[src/rtl/eep_pkg.sv]
package eep_pkg;
    typedef enum logic [3:0] {
        ST_IDLE, ST_DEV, ST_DACK, ST_LACK, ST_WADR,
        ST_AACK, ST_WDAT, ST_WACK, ST_RD, ST_RACK
    } eep_state_t;

    localparam int          FRAME_W   = 8;
    localparam logic [3:0]  TYPE_MEM  = 4'b1010;
    localparam logic [3:0]  TYPE_LOCK = 4'b0110;
endpackage

[src/rtl/eep_bus_sync.sv]
module eep_bus_sync #(
    parameter int STAGES = 2
) (
    input  logic clk,
    input  logic rst_n,
    input  logic scl_i,
    input  logic sda_i,
    output logic scl_s,
    output logic sda_s,
    output logic scl_rise,
    output logic scl_fall,
    output logic start_ev,
    output logic stop_ev
);
    logic [STAGES-1:0] scl_ff, sda_ff;
    logic              scl_p, sda_p;

    always_ff @(posedge clk or negedge rst_n) begin
        if (!rst_n) begin
            scl_ff <= '1;
            sda_ff <= '1;
            scl_p  <= 1'b1;
            sda_p  <= 1'b1;
        end else begin
            scl_ff <= {scl_ff[STAGES-2:0], scl_i};
            sda_ff <= {sda_ff[STAGES-2:0], sda_i};
            scl_p  <= scl_s;
            sda_p  <= sda_s;
        end
    end

    assign scl_s    = scl_ff[STAGES-1];
    assign sda_s    = sda_ff[STAGES-1];
    assign scl_rise = scl_s & ~scl_p;
    assign scl_fall = ~scl_s & scl_p;
    assign start_ev = scl_s & scl_p & sda_p & ~sda_s;
    assign stop_ev  = scl_s & scl_p & ~sda_p & sda_s;
endmodule

[src/rtl/eep_wr_guard.sv]
module eep_wr_guard #(
    parameter int AW = 8
) (
    input  logic          wp,
    input  logic          locked,
    input  logic [AW-1:0] addr,
    output logic          allow
);
    logic lower_half;
    assign lower_half = ~addr[AW-1];
    assign allow      = ~wp & ~(locked & lower_half);
endmodule

[src/rtl/eep_mem.sv]
module eep_mem #(
    parameter int            AW   = 8,
    parameter int            DW   = 8,
    parameter logic [DW-1:0] FILL = '1
) (
    input  logic          clk,
    input  logic          rst_n,
    input  logic          we,
    input  logic [AW-1:0] waddr,
    input  logic [DW-1:0] wdata,
    input  logic [AW-1:0] raddr,
    output logic [DW-1:0] rdata
);
    localparam int DEPTH = 1 << AW;
    logic [DW-1:0] mem [DEPTH];

    always_ff @(posedge clk or negedge rst_n) begin
        if (!rst_n) begin
            for (int i = 0; i < DEPTH; i++) mem[i] <= FILL;
        end else if (we) begin
            mem[waddr] <= wdata;
        end
    end

    assign rdata = mem[raddr];

    assert_write_lands_R3: assert property (@(posedge clk) disable iff (!rst_n)
        we |=> (mem[$past(waddr)] == $past(wdata)));
endmodule

[src/rtl/eep_i2c_target.sv]
module eep_i2c_target
    import eep_pkg::*;
#(
    parameter int AW = 8
) (
    input  logic       clk,
    input  logic       rst_n,
    input  logic       scl_i,
    input  logic       sda_i,
    output logic       sda_oe,
    input  logic [2:0] strap_i,
    input  logic       wp_i
);
    localparam logic [3:0] LAST_BIT = 4'(FRAME_W);

    eep_state_t          state_q;
    logic [3:0]          bitcnt_q;
    logic [FRAME_W-1:0]  rx_q, tx_q;
    logic [AW-1:0]       cnt_q;
    logic                lock_q, rw_q, mack_q;

    logic scl_s, sda_s, scl_rise, scl_fall, start_ev, stop_ev;
    logic wr_ok, mem_we, byte_done;
    logic [FRAME_W-1:0] rdata;
    logic hdr_strap_ok;

    eep_bus_sync #(.STAGES(2)) u_sync (
        .clk(clk), .rst_n(rst_n), .scl_i(scl_i), .sda_i(sda_i),
        .scl_s(scl_s), .sda_s(sda_s), .scl_rise(scl_rise), .scl_fall(scl_fall),
        .start_ev(start_ev), .stop_ev(stop_ev)
    );

    eep_wr_guard #(.AW(AW)) u_guard (
        .wp(wp_i), .locked(lock_q), .addr(cnt_q), .allow(wr_ok)
    );

    eep_mem #(.AW(AW), .DW(FRAME_W)) u_mem (
        .clk(clk), .rst_n(rst_n), .we(mem_we), .waddr(cnt_q),
        .wdata(rx_q), .raddr(cnt_q), .rdata(rdata)
    );

    assign byte_done    = scl_fall && (bitcnt_q == LAST_BIT);
    assign hdr_strap_ok = (rx_q[3:1] == strap_i);
    assign mem_we       = (state_q == ST_WDAT) && byte_done && wr_ok;

    // State register and datapath
    always_ff @(posedge clk or negedge rst_n) begin
        if (!rst_n) begin
            state_q  <= ST_IDLE;
            bitcnt_q <= '0;
            rx_q     <= '0;
            tx_q     <= '0;
            cnt_q    <= '0;
            lock_q   <= 1'b0;
            rw_q     <= 1'b0;
            mack_q   <= 1'b1;
        end else if (start_ev) begin
            state_q  <= ST_DEV;
            bitcnt_q <= '0;
        end else if (stop_ev) begin
            state_q  <= ST_IDLE;
        end else begin
            unique case (state_q)
                ST_IDLE: ;
                ST_DEV, ST_WADR, ST_WDAT: begin
                    if (scl_rise && bitcnt_q != LAST_BIT) begin
                        rx_q     <= {rx_q[FRAME_W-2:0], sda_s};
                        bitcnt_q <= bitcnt_q + 4'd1;
                    end
                    if (byte_done) begin
                        bitcnt_q <= '0;
                        if (state_q == ST_DEV) begin
                            if (rx_q[7:4] == TYPE_MEM && hdr_strap_ok) begin
                                state_q <= ST_DACK;
                                rw_q    <= rx_q[0];
                            end else if (rx_q[7:4] == TYPE_LOCK && hdr_strap_ok
                                         && !rx_q[0] && !lock_q) begin
                                state_q <= ST_LACK;
                            end else begin
                                state_q <= ST_IDLE;
                            end
                        end else if (state_q == ST_WADR) begin
                            cnt_q   <= AW'(rx_q);
                            state_q <= ST_AACK;
                        end else begin
                            cnt_q   <= cnt_q + 1'b1;
                            state_q <= ST_WACK;
                        end
                    end
                end
                ST_DACK: if (scl_fall) begin
                    if (rw_q) begin
                        state_q  <= ST_RD;
                        tx_q     <= rdata;
                        bitcnt_q <= '0;
                    end else begin
                        state_q  <= ST_WADR;
                    end
                end
                ST_LACK: if (scl_fall) begin
                    lock_q  <= 1'b1;
                    state_q <= ST_IDLE;
                end
                ST_AACK, ST_WACK: if (scl_fall) state_q <= ST_WDAT;
                ST_RD: if (scl_fall) begin
                    if (bitcnt_q == LAST_BIT - 4'd1) begin
                        state_q  <= ST_RACK;
                        cnt_q    <= cnt_q + 1'b1;
                        bitcnt_q <= '0;
                    end else begin
                        tx_q     <= {tx_q[FRAME_W-2:0], 1'b0};
                        bitcnt_q <= bitcnt_q + 4'd1;
                    end
                end
                ST_RACK: begin
                    if (scl_rise) mack_q <= sda_s;
                    if (scl_fall) begin
                        if (!mack_q) begin
                            state_q <= ST_RD;
                            tx_q    <= rdata;
                        end else begin
                            state_q <= ST_IDLE;
                        end
                    end
                end
                default: state_q <= ST_IDLE;
            endcase
        end
    end

    // Output decode
    always_comb begin
        sda_oe = 1'b0;
        unique case (state_q)
            ST_DACK, ST_LACK, ST_AACK, ST_WACK: sda_oe = 1'b1;
            ST_RD:                              sda_oe = ~tx_q[7];
            default:                            sda_oe = 1'b0;
        endcase
    end

    assert_hdr_match_R2: assert property (@(posedge clk) disable iff (!rst_n)
        (state_q == ST_DACK) |-> (rx_q[7:4] == TYPE_MEM && rx_q[3:1] == strap_i));

    assert_rd_advance_R4: assert property (@(posedge clk) disable iff (!rst_n)
        ($past(state_q) == ST_RD && state_q == ST_RACK) |-> (cnt_q == AW'($past(cnt_q) + 1'b1)));

    assert_wp_blocks_R6: assert property (@(posedge clk) disable iff (!rst_n)
        mem_we |-> !wp_i);

    assert_lock_sticky_R7: assert property (@(posedge clk) disable iff (!rst_n)
        $past(lock_q) |-> lock_q);

    assert_no_relock_R8: assert property (@(posedge clk) disable iff (!rst_n)
        (state_q == ST_LACK) |-> !lock_q);

    assert_oe_scl_low_R10: assert property (@(posedge clk) disable iff (!rst_n)
        (!$stable(sda_oe) && !$past(start_ev || stop_ev)) |-> !scl_s);
endmodule

[config.mk]
export PLATFORM = sky130hd
export DESIGN_NAME = eep_i2c_target
export DESIGN_NICKNAME = d
export VERILOG_FILES = /design/src/rtl/eep_pkg.sv /design/src/rtl/eep_bus_sync.sv /design/src/rtl/eep_wr_guard.sv /design/src/rtl/eep_mem.sv /design/src/rtl/eep_i2c_target.sv
export SDC_FILE = /design/constraint.sdc
export NUM_CORES = 2
export LEC_CHECK = 0
export BUFFER_PORTS_ARGS = -buffer_cell sky130_fd_sc_hd__buf_2
export CAP_MARGIN = 20
export CORE_MARGIN = 3
export CORE_UTILIZATION = 38
export CTS_CLUSTER_DIAMETER = 40
export DETAILED_ROUTE_END_ITERATION = 8
export GPL_TIMING_DRIVEN = 0
export PLACE_DENSITY = 0.64
export REMOVE_ABC_BUFFERS = 1
export SYNTH_ARGS = -nofsm -noshare
export SYNTH_HDL_FRONTEND = slang
export SYNTH_SLANG_ARGS = --single-unit
[constraint.sdc]
create_clock -name clk -period 6.1 [get_ports clk]
set_input_delay 1.22 -clock clk [delete_from_list [all_inputs] [get_ports clk]]
set_output_delay 1.22 -clock clk [all_outputs]
set_load 0.1 [all_outputs]
==> results.sh <==
export IMPL_grt_total_usage=0.205
export IMPL_clock_skew_ps=64.9
export IMPL_crit_path_top_delay_cell="dfrtp_4"
export IMPL_cp_arrival_ps=6570
export IMPL_synth_flop_cell="dfstp_2"
export IMPL_root_buffer="clkbuf_16"
export IMPL_rows=187
export IMPL_route_detailed_drc=0
export IMPL_endpoint_kind="register"
export IMPL_via_per_inst=5.69
export IMPL_hold_viol_final=0
export IMPL_postRouteAntennaNets=0
export IMPL_drive_above_1_share=0.827
export IMPL_holdBufCountCts=0
export IMPL_cp_required_ps=6830
export IMPL_post_cts_buffers=0
export IMPL_start_kind="register"
export IMPL_initial_utilization=0.383
export IMPL_netSwitchingFraction=0.313
export IMPL_postCtsResizedCells=0
export IMPL_slew_violations=0
export IMPL_cts_made_buffers=331
export IMPL_io_pins=9
export IMPL_drt_pass1_iterations=5
export IMPL_seqPwrFrac=0.351
export IMPL_yosys_area_top_type_share=0.541
export IMPL_critPathMaxStageDelay_ps=820
export IMPL_synth_cell_types=77
export IMPL_max_slew_margin_rel=0.208
export IMPL_setup_tns_ps=0
export IMPL_wl_per_cell_um=27.7
export IMPL_synth_seq_area_share=0.550
export IMPL_portBuffers=8
export IMPL_area_growth_pct=16.1
export IMPL_antenna_found_initial=12
export IMPL_crit_path_frequent_cell="buf_16"
export IMPL_layout_min_cycle_time_ps=5850
export IMPL_cp_max_fo=40
export IMPL_combinationalPowerShare=0.196
export IMPL_clock_path_buffers=4
export IMPL_finalSetupViolCount=0
export IMPL_crit_buf_inv=6
export IMPL_core_area_um2=260000
export IMPL_drt_iter0_drc=4811
export IMPL_wl_mm=281
export IMPL_crit_family="buffers and inverters"
export IMPL_die_height_um=518
export IMPL_cts_tree="yes"
export IMPL_synth_top_area_cell="dfstp_2"
export IMPL_globalplace_congestion=0.808
export IMPL_grt_pass1_wl_mm=417
export IMPL_clock_latency_ps=950
export IMPL_syn_avg_cell_area_um2=15.6
export IMPL_synth_top_cells_by_area="dfstp_2 54%, mux2_2 23%, mux4_2 9.6%"
export IMPL_grt_ovfl_total=0
export IMPL_cap_violations=0
export IMPL_cts_reportedPaths_clkPinSlew_ps=50
export IMPL_cts_sinks=2089
export IMPL_grt_max_degree=182
export IMPL_min_period_over_period=0.958
export IMPL_dieArea_um2=269000
export IMPL_rsz0062_at_grt="no"
export IMPL_reg2reg_slack_ps=250
export IMPL_synth_area_um2=99800
export IMPL_hold_class="register to register"
export IMPL_p_sw_uw=13100
export IMPL_async_reset_ff_frac=1.00
export IMPL_ys_ff_latch=2089
export IMPL_die_x_um=518
export IMPL_synthCells=6413
export IMPL_synth_warnings=0
export IMPL_worst_pin_slew_ps=1180
export IMPL_nets=6399
export IMPL_p_int_uw=28700
export IMPL_dr_total_vias=57700
export IMPL_dp_hpwl_mm=178
export IMPL_p_clk_frac=0.453
export IMPL_power_density_nw_per_um2=361
export IMPL_crit_chain="buf_16 > buf_16 > buf_16 > buf_16 > buf_16 > and2_4 > buf_16 > a22oi_1 > o2111ai_1 > o2111ai_1 > or4_1 > nor3_1 > o221ai_1"
export IMPL_grt_pass1_vias=60600
export IMPL_htree_levels=5
export IMPL_ir_drop_mv=0.312
export IMPL_worstSetupPathType="register to register"
export IMPL_synth_edf_count=0
export IMPL_status="complete, no violations"
export IMPL_leakage_uw=0.0446
export IMPL_hold_slack_ps=367
export IMPL_fmax_mhz=171
-- power by group through the flow --
| stage | clock network (µW) | logic [µW] | registers [µW] |
|---|---|---|---|
| final | 18900 | 8200 | 14700 |
| after global routing | 19900 | 8520 | 14700 |
| after CTS | 19300 | 8200 | 14700 |
| after detailed placement | 0 | 8180 | 14900 |
| after global placement | 0 | 4220 | 16400 |
| after floorplan | 0 | 2840 | 15400 |
-- registers in the layout (all words and copies together), names as in the netlist, 2 cells and up --
name	flops
u_mem.mem	2048
cnt_q	8
rx_q	8
tx_q	8
bitcnt_q	4
state_q	4
u_sync.scl_ff	2
u_sync.sda_ff	2
-- worst reg2reg max path, cell delays in order (launching register included) --
cell and delay [ps]:
dfrtp_4 820, buf_16 350, buf_16 290, buf_16 320, buf_16 330, buf_16 400, and2_4 610, buf_16 330
a22oi_1 180, o2111ai_1 340, o2111ai_1 300, or4_1 560, nor3_1 610, o221ai_1 240
-- cells by family after synthesis --
group                    synth area share
flip-flops                          0.550
adder cells (fa/ha/maj)          0.000752
buffers and inverters              0.0255
AO/OA/AOI/OAI                      0.0275
AND/OR/NAND/NOR                    0.0414
XOR/XNOR                         0.000439
multiplexers                        0.355
-- path summary, 6_finish.rpt --
kind,from,end,depth (start not counted)
worst max-delay path,cnt_q[0],tx_q[0],13
worst min-delay path,u_sync.scl_ff[0],u_sync.scl_ff[1],0
worst max register to register,cnt_q[0],tx_q[0],13
worst min register to register,u_sync.scl_ff[0],u_sync.scl_ff[1],0
max in group asynchronous,rst_n,u_mem.mem[1526],5
min in group asynchronous,rst_n,u_mem.mem[1997],1
-- area by class of cell --
cell class,instances,area [µm²]
multi-input cells,3824,42600
fillers,22500,145000
repair buffers,126,2790
diodes,6,15.0
clock buffers,402,9100
well taps,3496,4370
clock inverters,179,2080
inverters,13,58.8
flip-flops and latches,2089,54900
-- Yosys cell counts (15+ instances only) --
cell type  count
nor2_2       105
o21ai_0       72
mux2i_1      246
nand3_1       63
nor2_4       116
mux4_2       425
nor2_1        77
clkbuf_1     285
nand4_1       20
nand2_1      182
a31oi_1       23
a22oi_1       90
buf_4         69
nor3_1        26
nor2b_1       15
buf_6         30
buf_2         86
mux2_1        27
dfstp_2     2055
o22ai_1       23
a211oi_1      16
a21oi_1       62
mux2_2      2031
dfrtp_1       34
-- layout by cell type, fill, tap and decap left out, drive strengths merged, types with 32 or more instances in the layout --
master,netlist,final
clkbuf,285,402
mux2,2058,2058
a22oi,90,90
a21oi,62,62
inv,13,57
mux4,433,433
nand2,190,190
dfrtp,34,34
mux2i,246,246
o21ai,72,72
buf,202,126
nand3,63,63
nor2,298,298
bufinv,0,32
clkinv,0,73
dfstp,2055,2055
-- layer usage --
layer / GRT usage / part of all wire / vias up
li1: - / - / 23900
met1: 0.284 / 0.44 / 31600
met2: 0.316 / 0.46 / 1672
met3: 0.0436 / 0.063 / 486
met4: 0.0807 / 0.040 / 0
met5: 0 / 0 / -
-- through the flow --
step	cells	instance area, µm²	worst slack (ps)	total power, µW	util
2_1_floorplan	5926	97300	-13280	18300	-
6_report	10100	116000	254	41800	0.445
5_1_grt	10100	116000	105	43100	0.445
3_3_place_gp	9430	102000	-47040	20600	0.391
4_1_cts	10100	116000	196	42100	0.445
3_5_place_dp	9547	105000	237	23000	0.402
Note: power is estimated with default switching activity, not from simulation.
